$ cat config.mk
export PLATFORM = sky130hd
export DESIGN_NAME = mant_round_unit
export DESIGN_NICKNAME = d
export VERILOG_FILES = /design/src/rtl/mant_round_pkg.sv /design/src/rtl/mant_round_decide.sv /design/src/rtl/mant_round_incr.sv /design/src/rtl/mant_round_unit.sv
export SDC_FILE = /design/constraint.sdc
export NUM_CORES = 1
export LEC_CHECK = 0
export BUFFER_PORTS_ARGS = -buffer_cell sky130_fd_sc_hd__buf_2
export CORE_MARGIN = 2
export CORE_UTILIZATION = 42
export DETAILED_ROUTE_END_ITERATION = 12
export PLACE_DENSITY_LB_ADDON = 0.12
export SYNTH_ARGS = -nofsm -noshare
export SYNTH_HDL_FRONTEND = slang
export SYNTH_SLANG_ARGS = --single-unit
$ cat constraint.sdc
create_clock -name clk -period 2 [get_ports clk]
set_clock_uncertainty 0.2 [all_clocks]
set_input_delay 0.2 -clock clk [delete_from_list [all_inputs] [get_ports clk]]
set_output_delay 0.2 -clock clk [all_outputs]
set_load 0.05 [all_outputs]
$ cat src/rtl/mant_round_pkg.sv
package mant_round_pkg;

    typedef enum logic [1:0] {
        RMODE_NEAREST = 2'b00,
        RMODE_ZERO    = 2'b01,
        RMODE_PLUS    = 2'b10,
        RMODE_MINUS   = 2'b11
    } rmode_e;

endpackage

$ cat src/rtl/mant_round_decide.sv
module mant_round_decide
    import mant_round_pkg::*;
(
    input  logic [1:0] gr_i,
    input  logic       sticky_i,
    input  logic       lsb_i,
    input  logic       sign_i,
    input  rmode_e     mode_i,
    output logic       inexact_o,
    output logic       inc_o
);

    logic lost_d;
    logic inc_d;

    always_comb begin
        lost_d = gr_i[1] | gr_i[0] | sticky_i;
        inc_d  = 1'b0;
        if (lost_d) begin
            unique case (mode_i)
                RMODE_NEAREST: inc_d = gr_i[1] & (gr_i[0] | sticky_i | lsb_i);
                RMODE_ZERO:    inc_d = 1'b0;
                RMODE_PLUS:    inc_d = ~sign_i;
                RMODE_MINUS:   inc_d = sign_i;
                default:       inc_d = 1'b0;
            endcase
        end
    end

    assign inexact_o = lost_d;
    assign inc_o     = inc_d;

    always_comb begin
        if (mode_i == RMODE_ZERO)
            assert_rz_never_inc_R6: assert (!inc_o);
        if (!gr_i[1] && !gr_i[0] && !sticky_i)
            assert_exact_no_inc_R3: assert (!inc_o);
    end

endmodule

$ cat src/rtl/mant_round_incr.sv
module mant_round_incr #(
    parameter int W     = 24,
    parameter int SEG_W = 4
) (
    input  logic [W-1:0] a_i,
    input  logic         inc_i,
    output logic [W-1:0] sum_o,
    output logic         carry_o
);

    localparam int NSEG = (W + SEG_W - 1) / SEG_W;

    logic [NSEG:0]   seg_c;
    logic [NSEG-1:0] seg_all;

    assign seg_c[0] = inc_i;

    for (genvar k = 0; k < NSEG; k++) begin : g_seg
        localparam int LO = k * SEG_W;
        localparam int HI = ((LO + SEG_W) > W) ? W : (LO + SEG_W);
        localparam int SW = HI - LO;

        logic [SW-1:0] a_s;
        logic [SW-1:0] c_s;

        assign a_s        = a_i[HI-1:LO];
        assign seg_all[k] = &a_s;

        for (genvar j = 0; j < SW; j++) begin : g_bit
            if (j == 0) begin : g_first
                assign c_s[j] = seg_c[k];
            end else begin : g_rest
                assign c_s[j] = seg_c[k] & (&a_s[j-1:0]);
            end
        end

        assign sum_o[HI-1:LO] = a_s ^ c_s;
        assign seg_c[k+1]     = seg_c[k] & seg_all[k];
    end

    assign carry_o = seg_c[NSEG];

    always_comb begin
        if (carry_o)
            assert_carry_wraps_R9: assert (sum_o == '0);
    end

endmodule

$ cat src/rtl/mant_round_unit.sv
module mant_round_unit
    import mant_round_pkg::*;
#(
    parameter int MANT_W = 26,
    parameter int SEG_W  = 4
) (
    input  logic              clk,
    input  logic              rst,
    input  logic              valid_i,
    input  logic [MANT_W-1:0] mant_i,
    input  logic              sticky_i,
    input  logic              sign_i,
    input  logic [1:0]        mode_i,
    output logic              valid_o,
    output logic [MANT_W-2:0] mant_o,
    output logic              rounded_up_o,
    output logic              inexact_o,
    output logic              frac_inexact_o,
    output logic              frac_round_o
);

    localparam int KEEP_W = MANT_W - 2;
    localparam int OUT_W  = KEEP_W + 1;

    typedef struct packed {
        logic             valid;
        logic [OUT_W-1:0] mant;
        logic             up;
        logic             inx;
        logic             fr;
    } stage_t;

    stage_t stage_d, stage_q;

    logic [KEEP_W-1:0] kept;
    logic [KEEP_W-1:0] kept_sum;
    logic              kept_carry;
    logic              lost;
    logic              inc;

    assign kept = mant_i[MANT_W-1:2];

    mant_round_decide u_decide (
        .gr_i      (mant_i[1:0]),
        .sticky_i  (sticky_i),
        .lsb_i     (mant_i[2]),
        .sign_i    (sign_i),
        .mode_i    (rmode_e'(mode_i)),
        .inexact_o (lost),
        .inc_o     (inc)
    );

    mant_round_incr #(
        .W     (KEEP_W),
        .SEG_W (SEG_W)
    ) u_incr (
        .a_i     (kept),
        .inc_i   (inc),
        .sum_o   (kept_sum),
        .carry_o (kept_carry)
    );

    always_comb begin
        stage_d       = stage_q;
        stage_d.valid = valid_i;
        if (valid_i) begin
            stage_d.mant = {kept_carry, kept_sum};
            stage_d.up   = inc;
            stage_d.inx  = lost;
            stage_d.fr   = inc;
        end
    end

    always_ff @(posedge clk) begin
        if (rst) begin
            stage_q <= '0;
        end else begin
            stage_q <= stage_d;
        end
    end

    assign valid_o        = stage_q.valid;
    assign mant_o         = stage_q.mant;
    assign rounded_up_o   = stage_q.up;
    assign inexact_o      = stage_q.inx;
    assign frac_inexact_o = stage_q.inx;
    assign frac_round_o   = stage_q.fr;

    assert_valid_latency_R1: assert property (@(posedge clk) disable iff (rst)
        valid_i |=> valid_o);

    assert_exact_quiet_R3: assert property (@(posedge clk) disable iff (rst)
        (valid_i && mant_i[1:0] == 2'b00 && !sticky_i) |=>
            (!inexact_o && !rounded_up_o && !frac_round_o));

    assert_inexact_flag_R4: assert property (@(posedge clk) disable iff (rst)
        (valid_i && (mant_i[1:0] != 2'b00 || sticky_i)) |=> (inexact_o && frac_inexact_o));

    assert_rz_no_round_R6: assert property (@(posedge clk) disable iff (rst)
        (valid_i && mode_i == 2'b01) |=> !rounded_up_o);

    assert_round_implies_inexact_R8: assert property (@(posedge clk) disable iff (rst)
        (valid_o && rounded_up_o) |-> (frac_round_o && inexact_o));

    assert_hold_idle_R10: assert property (@(posedge clk) disable iff (rst)
        !valid_i |=> ($stable(mant_o) && !valid_o));

endmodule

Yosys cells after proc, flatten, opt, wreduce, memory -nomap -nowiden
Index checks and enable logic that the tools add are counted. W data, S select, Z words.

Equal/unequal tests: 3. Mux-type cells: 2. Bitwise gates (word level): 36. Reductions and logical operators: 19.

Operators with widths (number): $and A1 B1 Y1 (25); $reduce_and A4 Y1 (6); $xor A4 B4 Y4 (6); $reduce_and A3 Y1 (6); $reduce_and A2 Y1 (6); $eq A2 B2 Y1 const B (2); $or A1 B1 Y1 (4); $pmux W1 S4 (1); $eq A2 B1 Y1 const B (1); $logic_not A2 Y1 (1); $mux W1 (1); $not A1 Y1 (1).

Register bits after elaboration: 28. Output and inout port bits: 30. Logic and storage cells: 64.

Depth between registers and ports, before layout
Gate-level depths: netlist of run 1.

Depth after elaboration: 12. Gate-level depth with buffers: 8.

Modules after synthesis
From an unflattened synthesis of run 1, not the netlist that was laid out.

Cells, all modules: 156. Area total of the unflattened synthesis: 1507.7 µm².

By module, submodules not included: mant_round_unit (times used 1, cells each 91, area an instance 1019.7 µm², seq. area each 560.5 µm²); mant_round_incr (times used 1, cells each 58, area an instance 432.9 µm², seq. area each 0.0 µm²); mant_round_decide (times used 1, cells each 7, area an instance 55.1 µm², seq. area each 0.0 µm²).

Worst setup path before layout of run 1
OpenSTA, ideal clock, no wires.

Path type: input-to-reg. Start: input port mant_i[10]. End: register stage_q (netlist bit mant_o[22]). Setup time: 103 ps. Arrival time: 1641 ps. Setup slack: 56 ps. Stages on the path: 4. Path buffers: 0. Path through: nand4_2 -> or4_4 -> or4b_4 -> a2111oi_2.

Word-level cells in the longest chain between the ends: 6.

Ends and longest elaborated chain: start: declaration (line mant_round_unit.sv:10) `input logic [MANT_W-1:0] mant_i,`; $reduce_and A4 Y1 (line mant_round_incr.sv:27) `assign seg_all[k] = &a_s;`; $and A1 B1 Y1 (3 in series) (line mant_round_incr.sv:38) `assign seg_c[k+1] = seg_c[k] & seg_all[k];`; $and A1 B1 Y1 (line mant_round_incr.sv:33) `assign c_s[j] = seg_c[k] & (&a_s[j-1:0]);`; $xor A4 B4 Y4 (line mant_round_incr.sv:37) `assign sum_o[HI-1:LO] = a_s ^ c_s;`; end signal: assignment (line mant_round_unit.sv:78) `stage_q <= stage_d;`; end: declaration (line mant_round_unit.sv:33) `stage_t stage_d, stage_q;`.

No other way between the ends. A chain may end at the register's enable or synchronous reset.

Worst setup path after layout of run 1
Start: input port mant_i[23]. End: register stage_q (netlist bit mant_o[22]).

Word-level cells in the longest chain between the ends: 3.

Ends and longest elaborated chain (line): $reduce_and A2 Y1 (mant_round_incr.sv:33); $and A1 B1 Y1 (mant_round_incr.sv:33); $xor A4 B4 Y4 (mant_round_incr.sv:37).

No other way between the ends.

==> summary.txt, run 1 <==
Tcrit/Tclk final - 92.1%
Critical Path End Type - flip-flop
num ports - 63
slack of the critical path - 0.158 ns
RSZ-0062 raised after global routing - false
number of vias per cell - 5.03
area grow syn2layout - 41.2%
Die Y - 63.2 um
Critical Path Source - mant_i[23]
worst path required time - 2.03 ns
global-route wire length before repair - 6500 um
status - finished clean
FF+latch area - 561 um2
LEAKAGE - 0.962 nW
fin. max-slew vios - 0
synth unique cells - 34
CTS tree - yes
setup violators final - 0
max_cap viols - 0
largest net degree at the start of global routing - 29
vias - 1518
Rel. slew slack - 57.4%
Post CTS Setup Buffer Count - 0
mapped cell area - 1470 um2
R2R Setup Slk - 0.97 ns
die area - 3990 um2
HP Class - in2reg
placed cell area - 1970 um2
pre-CTS setup slack - -0.173 ns
Worst Path Arrival - 1.87 ns
Worst Setup Start Kind - input pin
core area - 3360 um2
R2R depth - 2
mean area per synthesized cell - 8.60 um2
Clock Latency Late Sink - 0.32 ns
first drt pass iteration count - 4
critical-path maximum fanout - 2
Hold Startpoint - mant_i[20]
Final Hold Fails - 0
Yosys warning count - 0
worst setup path category - in2reg
Hold WS - 0.0403 ns
Pwr Density - 617 nW/um2
layout net count - 296
hold path cells - 3
Multi-input gate area - 858 um2
Worst-path clk slew - 0.14 ns
post-DP HPWL - 2900 um
DRT antenna net count - 0
antenna violations before repair - 0
synthesized net count - 210
main flop type after synthesis - dfxtp_1
Worst R2R Start - mant_o[22]
Initial Util - 43.7%
total track usage - 19.9%
Inserted Clock Buffers - 3
n_diodes - 0
RD Place Congestion - 0.878
clk root buf - clkbuf_4
Max Fclk - 0.543 GHz
input/output buffers - 62
H-tree levels - 1
number of synthesized flops with an enable pin - 0
worst slew pin tran - 0.635 ns
fill count - 333
Sink Count - 28
First DRT Iteration DRCs - 37
layout cells sized above 1 - 35.9%
Tmin final - 1.84 ns
Synth Register Bits - 28
Finished Cell Area - 2080 um2
Post-Route WL - 3780 um
clock tree buffer depth - 2
Chip Width - 63.2 um
Avg WL per Cell - 12.5 um
vias in the first global route - 1522
post-synthesis sequential area ratio - 38.1%
worst vdd ir - 0.379 mV
GRT overflow - 0
asr flop ratio synth - 0%
Residual DRC - 0
FP Rows - 21
cells after synthesis - 171
what timing repair did:
| item | 4_1_cts | 5_1_grt |
|---|---|---|
| gates resized for setup | 0 | 0 |
| hold endpoints to repair | 8 | 0 |
| hold buffers | 7 | 0 |
flip-flops by register name, summed over array words and instances, names as in the netlist:
| name | count |
|---|---|
| frac_round_o | 1 |
| valid_o | 1 |
| mant_o | 25 |
| frac_inexact_o | 1 |
cell type report:
cell class	count	area share, %
sequential	28	27.0
inverter	2	0.361
tap	46	2.77
clock buffer	4	1.75
multi-input combinational	131	41.3
timing repair buffer	91	26.9
through the flow:
stage | cells | TNS [ns] | total power [mW] | util, %
final | 302 | 0 | 1.28 | 61.8
after detailed placement | 291 | -0.426 | 1.01 | 58.6
after global routing | 302 | 0 | 1.35 | 61.8
after CTS | 302 | 0 | 1.29 | 61.8
after global placement | 291 | -0.233 | 1.00 | 58.6
after floorplan | 171 | 0 | 0.875 | -
placed cells by master, fill, tap and decap left out, drive strengths merged, types with 5 or more instances in the layout:
master and n:
nand2 10, ha 6, a211oi 15, xnor2 11, dfxtp 28, buf 84, nand4 5, dlygate4sd3 7
mux2i 8, nor3 6, nor2 35
worst max-delay path, cell delays in order:
cell and delay (ns):
dlygate4sd3_1 0.51, buf_2 0.11, and4_1 0.23, or4b_4 0.49
a2111oi_2 0.32
per-layer routing:
layer / part of all wire (%) / track usage [%]
met5: 0 / 0
met1: 47 / 24.6
met2: 46 / 34.6
met4: 1.8 / 7.61
met3: 5.3 / 3.39
power by group:
group | internal (mW) | switching, mW
logic | 0.136 | 0.259
registers | 0.595 | 0.0181
clock network | 0.111 | 0.162
total | 0.843 | 0.439
Yosys cell counts (all sizes together), types with 2 or more instances:
| master | number | area, um2 |
|---|---|---|
| xor2 | 3 | 26.3 |
| clkbuf | 3 | 11.3 |
| nor2b | 2 | 12.5 |
| dfxtp | 28 | 561 |
| mux2i | 8 | 80.1 |
| nor2 | 35 | 131 |
| a21oi | 2 | 10.0 |
| nand4 | 5 | 37.5 |
| a211oi | 15 | 113 |
| nand2 | 10 | 37.5 |
| buf | 7 | 33.8 |
| nand3 | 4 | 20.0 |
| nand2b | 3 | 18.8 |
| inv | 2 | 7.51 |
| xnor2 | 11 | 96.3 |
| or3 | 3 | 18.8 |
| and4 | 2 | 17.5 |
| nor4 | 4 | 25.0 |
| nor3 | 6 | 30.0 |
| ha | 6 | 75.1 |
kinds of logic (layout without fill, tap and decap cells):
family / Yosys count / after routing / synth area share [%]
fa+ha+maj: 6 / 6 / 5.10
simple gates: 79 / 79 / 26.9
buf+inv: 12 / 97 / 3.57
xor+xnor: 14 / 14 / 8.33
compound gates: 24 / 24 / 12.6
flops: 28 / 28 / 38.1
mux: 8 / 8 / 5.44
worst paths after layout:
path	end
max	mant_o[22]
min	mant_o[18]
max reg2reg	mant_o[22]
min reg2reg	mant_o[24]
Note: power is estimated with default switching activity, not from simulation.
==> inputs of run 2 (changes only) <==
CORE_ASPECT_RATIO = 1.2   (was unset)
CORE_MARGIN = 4   (was 2)
==> run 2 against run 1 <==
Largest cell class unchanged. Fmax decreased by 1.3%. Routed wire length grew 4.2%. First-iteration DRC count rose by 81%. Highest routed layer unchanged. Via count is 1.3% lower. Critical endpoint unchanged. Critical path type unchanged.
==> summary.txt, run 2 (same netlist as run 1, synthesis figures left out) <==
status - finished clean
RSZ-0062 raised after global routing - false
fill count - 301
n_diodes - 0
antenna violations before repair - 0
clk root buf - clkbuf_8
CTS tree - yes
max_cap viols - 0
CP Buf/Inv Count - 1
GRT overflow - 0
P_int - 901 uW
input/output buffers - 62
Rel. slew slack - 56.3%
Comb pwr share - 28.8%
LEAKAGE - 0.951 nW
placed cell area - 1980 um2
First DRT Iteration DRCs - 67
hold-fix buffers at CTS - 0
Post CTS Setup Buffer Count - 0
Die Y - 72.8 um
R2R Path End - mant_o[22]
R2R Setup Slk - 1.04 ns
number of vias per cell - 5.20
Sink Count - 28
fin. max-slew vios - 0
first drt pass iteration count - 4
post-DP HPWL - 3110 um
RD Place Congestion - 0.814
most frequent cells in the layout - buf_2, nor2_1, dfxtp_1, buf_4, a211oi_1
clock tree buffer depth - 2
setup violators final - 0
layout cells sized above 1 - 37.8%
CP Cell Sequence - buf_2 -> nand4_2 -> or4_4 -> or4b_4 -> a2111oi_2
Crit path max-delay family - simple AND/OR/NAND/NOR gates
worst setup path category - in2reg
DRT antenna net count - 0
final setup TNS - 0 ns
Clock Latency Late Sink - 0.27 ns
HP Class - in2reg
max reg flops - 25
Clock power frac - 26.0%
Hold WS - 0.0272 ns
slack of the critical path - 0.134 ns
Hold Path End - mant_o[21]
worst path required time - 1.98 ns
slowest cell on the critical path - or4_4
Tcrit/Tclk final - 93.3%
Sw Pwr - 453 uW
commonest non-fill, non-tap cell in the layout - buf_2
global-route wire length before repair - 6050 um
Residual DRC - 0
layout net count - 291
die area - 4520 um2
largest net degree at the start of global routing - 29
Max Fclk - 0.536 GHz
Final Hold Fails - 0
post-CTS sizing - 0
vias in the first global route - 1424
worst slew pin tran - 0.650 ns
Worst Path Arrival - 1.84 ns
Chip Width - 62.0 um
area grow syn2layout - 38.4%
Worst Setup Start Kind - input pin
H-tree levels - 1
Switching Share - 33.4%
FP Rows - 23
Avg WL per Cell - 13.7 um
Post-Route WL - 3940 um
core area - 3370 um2
hold path cells - 3
Tmin final - 1.87 ns
total track usage - 17.5%
Pwr Density - 665 nW/um2
Hold Startpoint - mant_i[23]
worst vdd ir - 0.550 mV
num ports - 63
Worst R2R Start - mant_o[22]
R2R depth - 2
vias - 1498
pre-CTS setup slack - -0.143 ns
slowest stage delay, CP - 0.58 ns
Sequential Power Share - 45.2%
Worst-path clk slew - 0.09 ns
Finished Cell Area - 2040 um2
critical-path maximum fanout - 4
Inserted Clock Buffers - 3
Initial Util - 43.7%
Critical Path End Type - flip-flop
final core utilization - 60.5%
-- run 2: metrics by stage --
stage	instances	power, mW
3_3_place_gp	284	1.01
6_report	288	1.35
3_5_place_dp	284	1.02
5_1_grt	288	1.42
4_1_cts	288	1.37
2_1_floorplan	171	0.875
-- run 2: final cells by class --
| cell class | instances | area, um2 | share of cell area, % |
|---|---|---|---|
| inverter | 2 | 7.51 | 0.369 |
| multi-input combinational | 131 | 863 | 42.4 |
| sequential | 28 | 561 | 27.5 |
| timing repair buffer | 86 | 503 | 24.7 |
| tap | 37 | 46.3 | 2.27 |
| clock buffer | 4 | 55.1 | 2.70 |
-- run 2: layer usage --
| layer | vias to the layer above | routed length, um | GRT usage (%) |
|---|---|---|---|
| met5 | - | 0 | 0 |
| met4 | 0 | 42 | 4.95 |
| met3 | 5 | 258 | 2.48 |
| met2 | 43 | 1910 | 31.6 |
| met1 | 677 | 1720 | 20.8 |
| li1 | 773 | - | - |
-- run 2: how the worst max path moves through the flow --
| stage | start | to | slack (ns) | cells after the start |
|---|---|---|---|---|
| detailed placement | mant_i[10] | mant_o[22] | -0.14 | 5 |
| finish | mant_i[10] | mant_o[22] | 0.13 | 5 |
| global route | mant_i[7] | mant_o[17] | 0.02 | 8 |
| floorplan | mant_i[10] | mant_o[22] | 0.06 | 4 |
| CTS | mant_i[10] | mant_o[22] | 0.15 | 5 |
| global placement | mant_i[10] | mant_o[22] | -0.1 | 5 |
-- run 2: tightest hold or removal path: stages --
cell      delay (ns)
buf_2           0.09
xnor2_1         0.11
a211oi_1        0.06
-- run 2: power groups by stage --
stage	combinational, mW	sequential (mW)	clock, mW
after CTS	0.392	0.612	0.362
after global placement	0.383	0.623	0
after global routing	0.415	0.616	0.393
after floorplan	0.120	0.754	0
final	0.390	0.612	0.351
after detailed placement	0.391	0.625	0
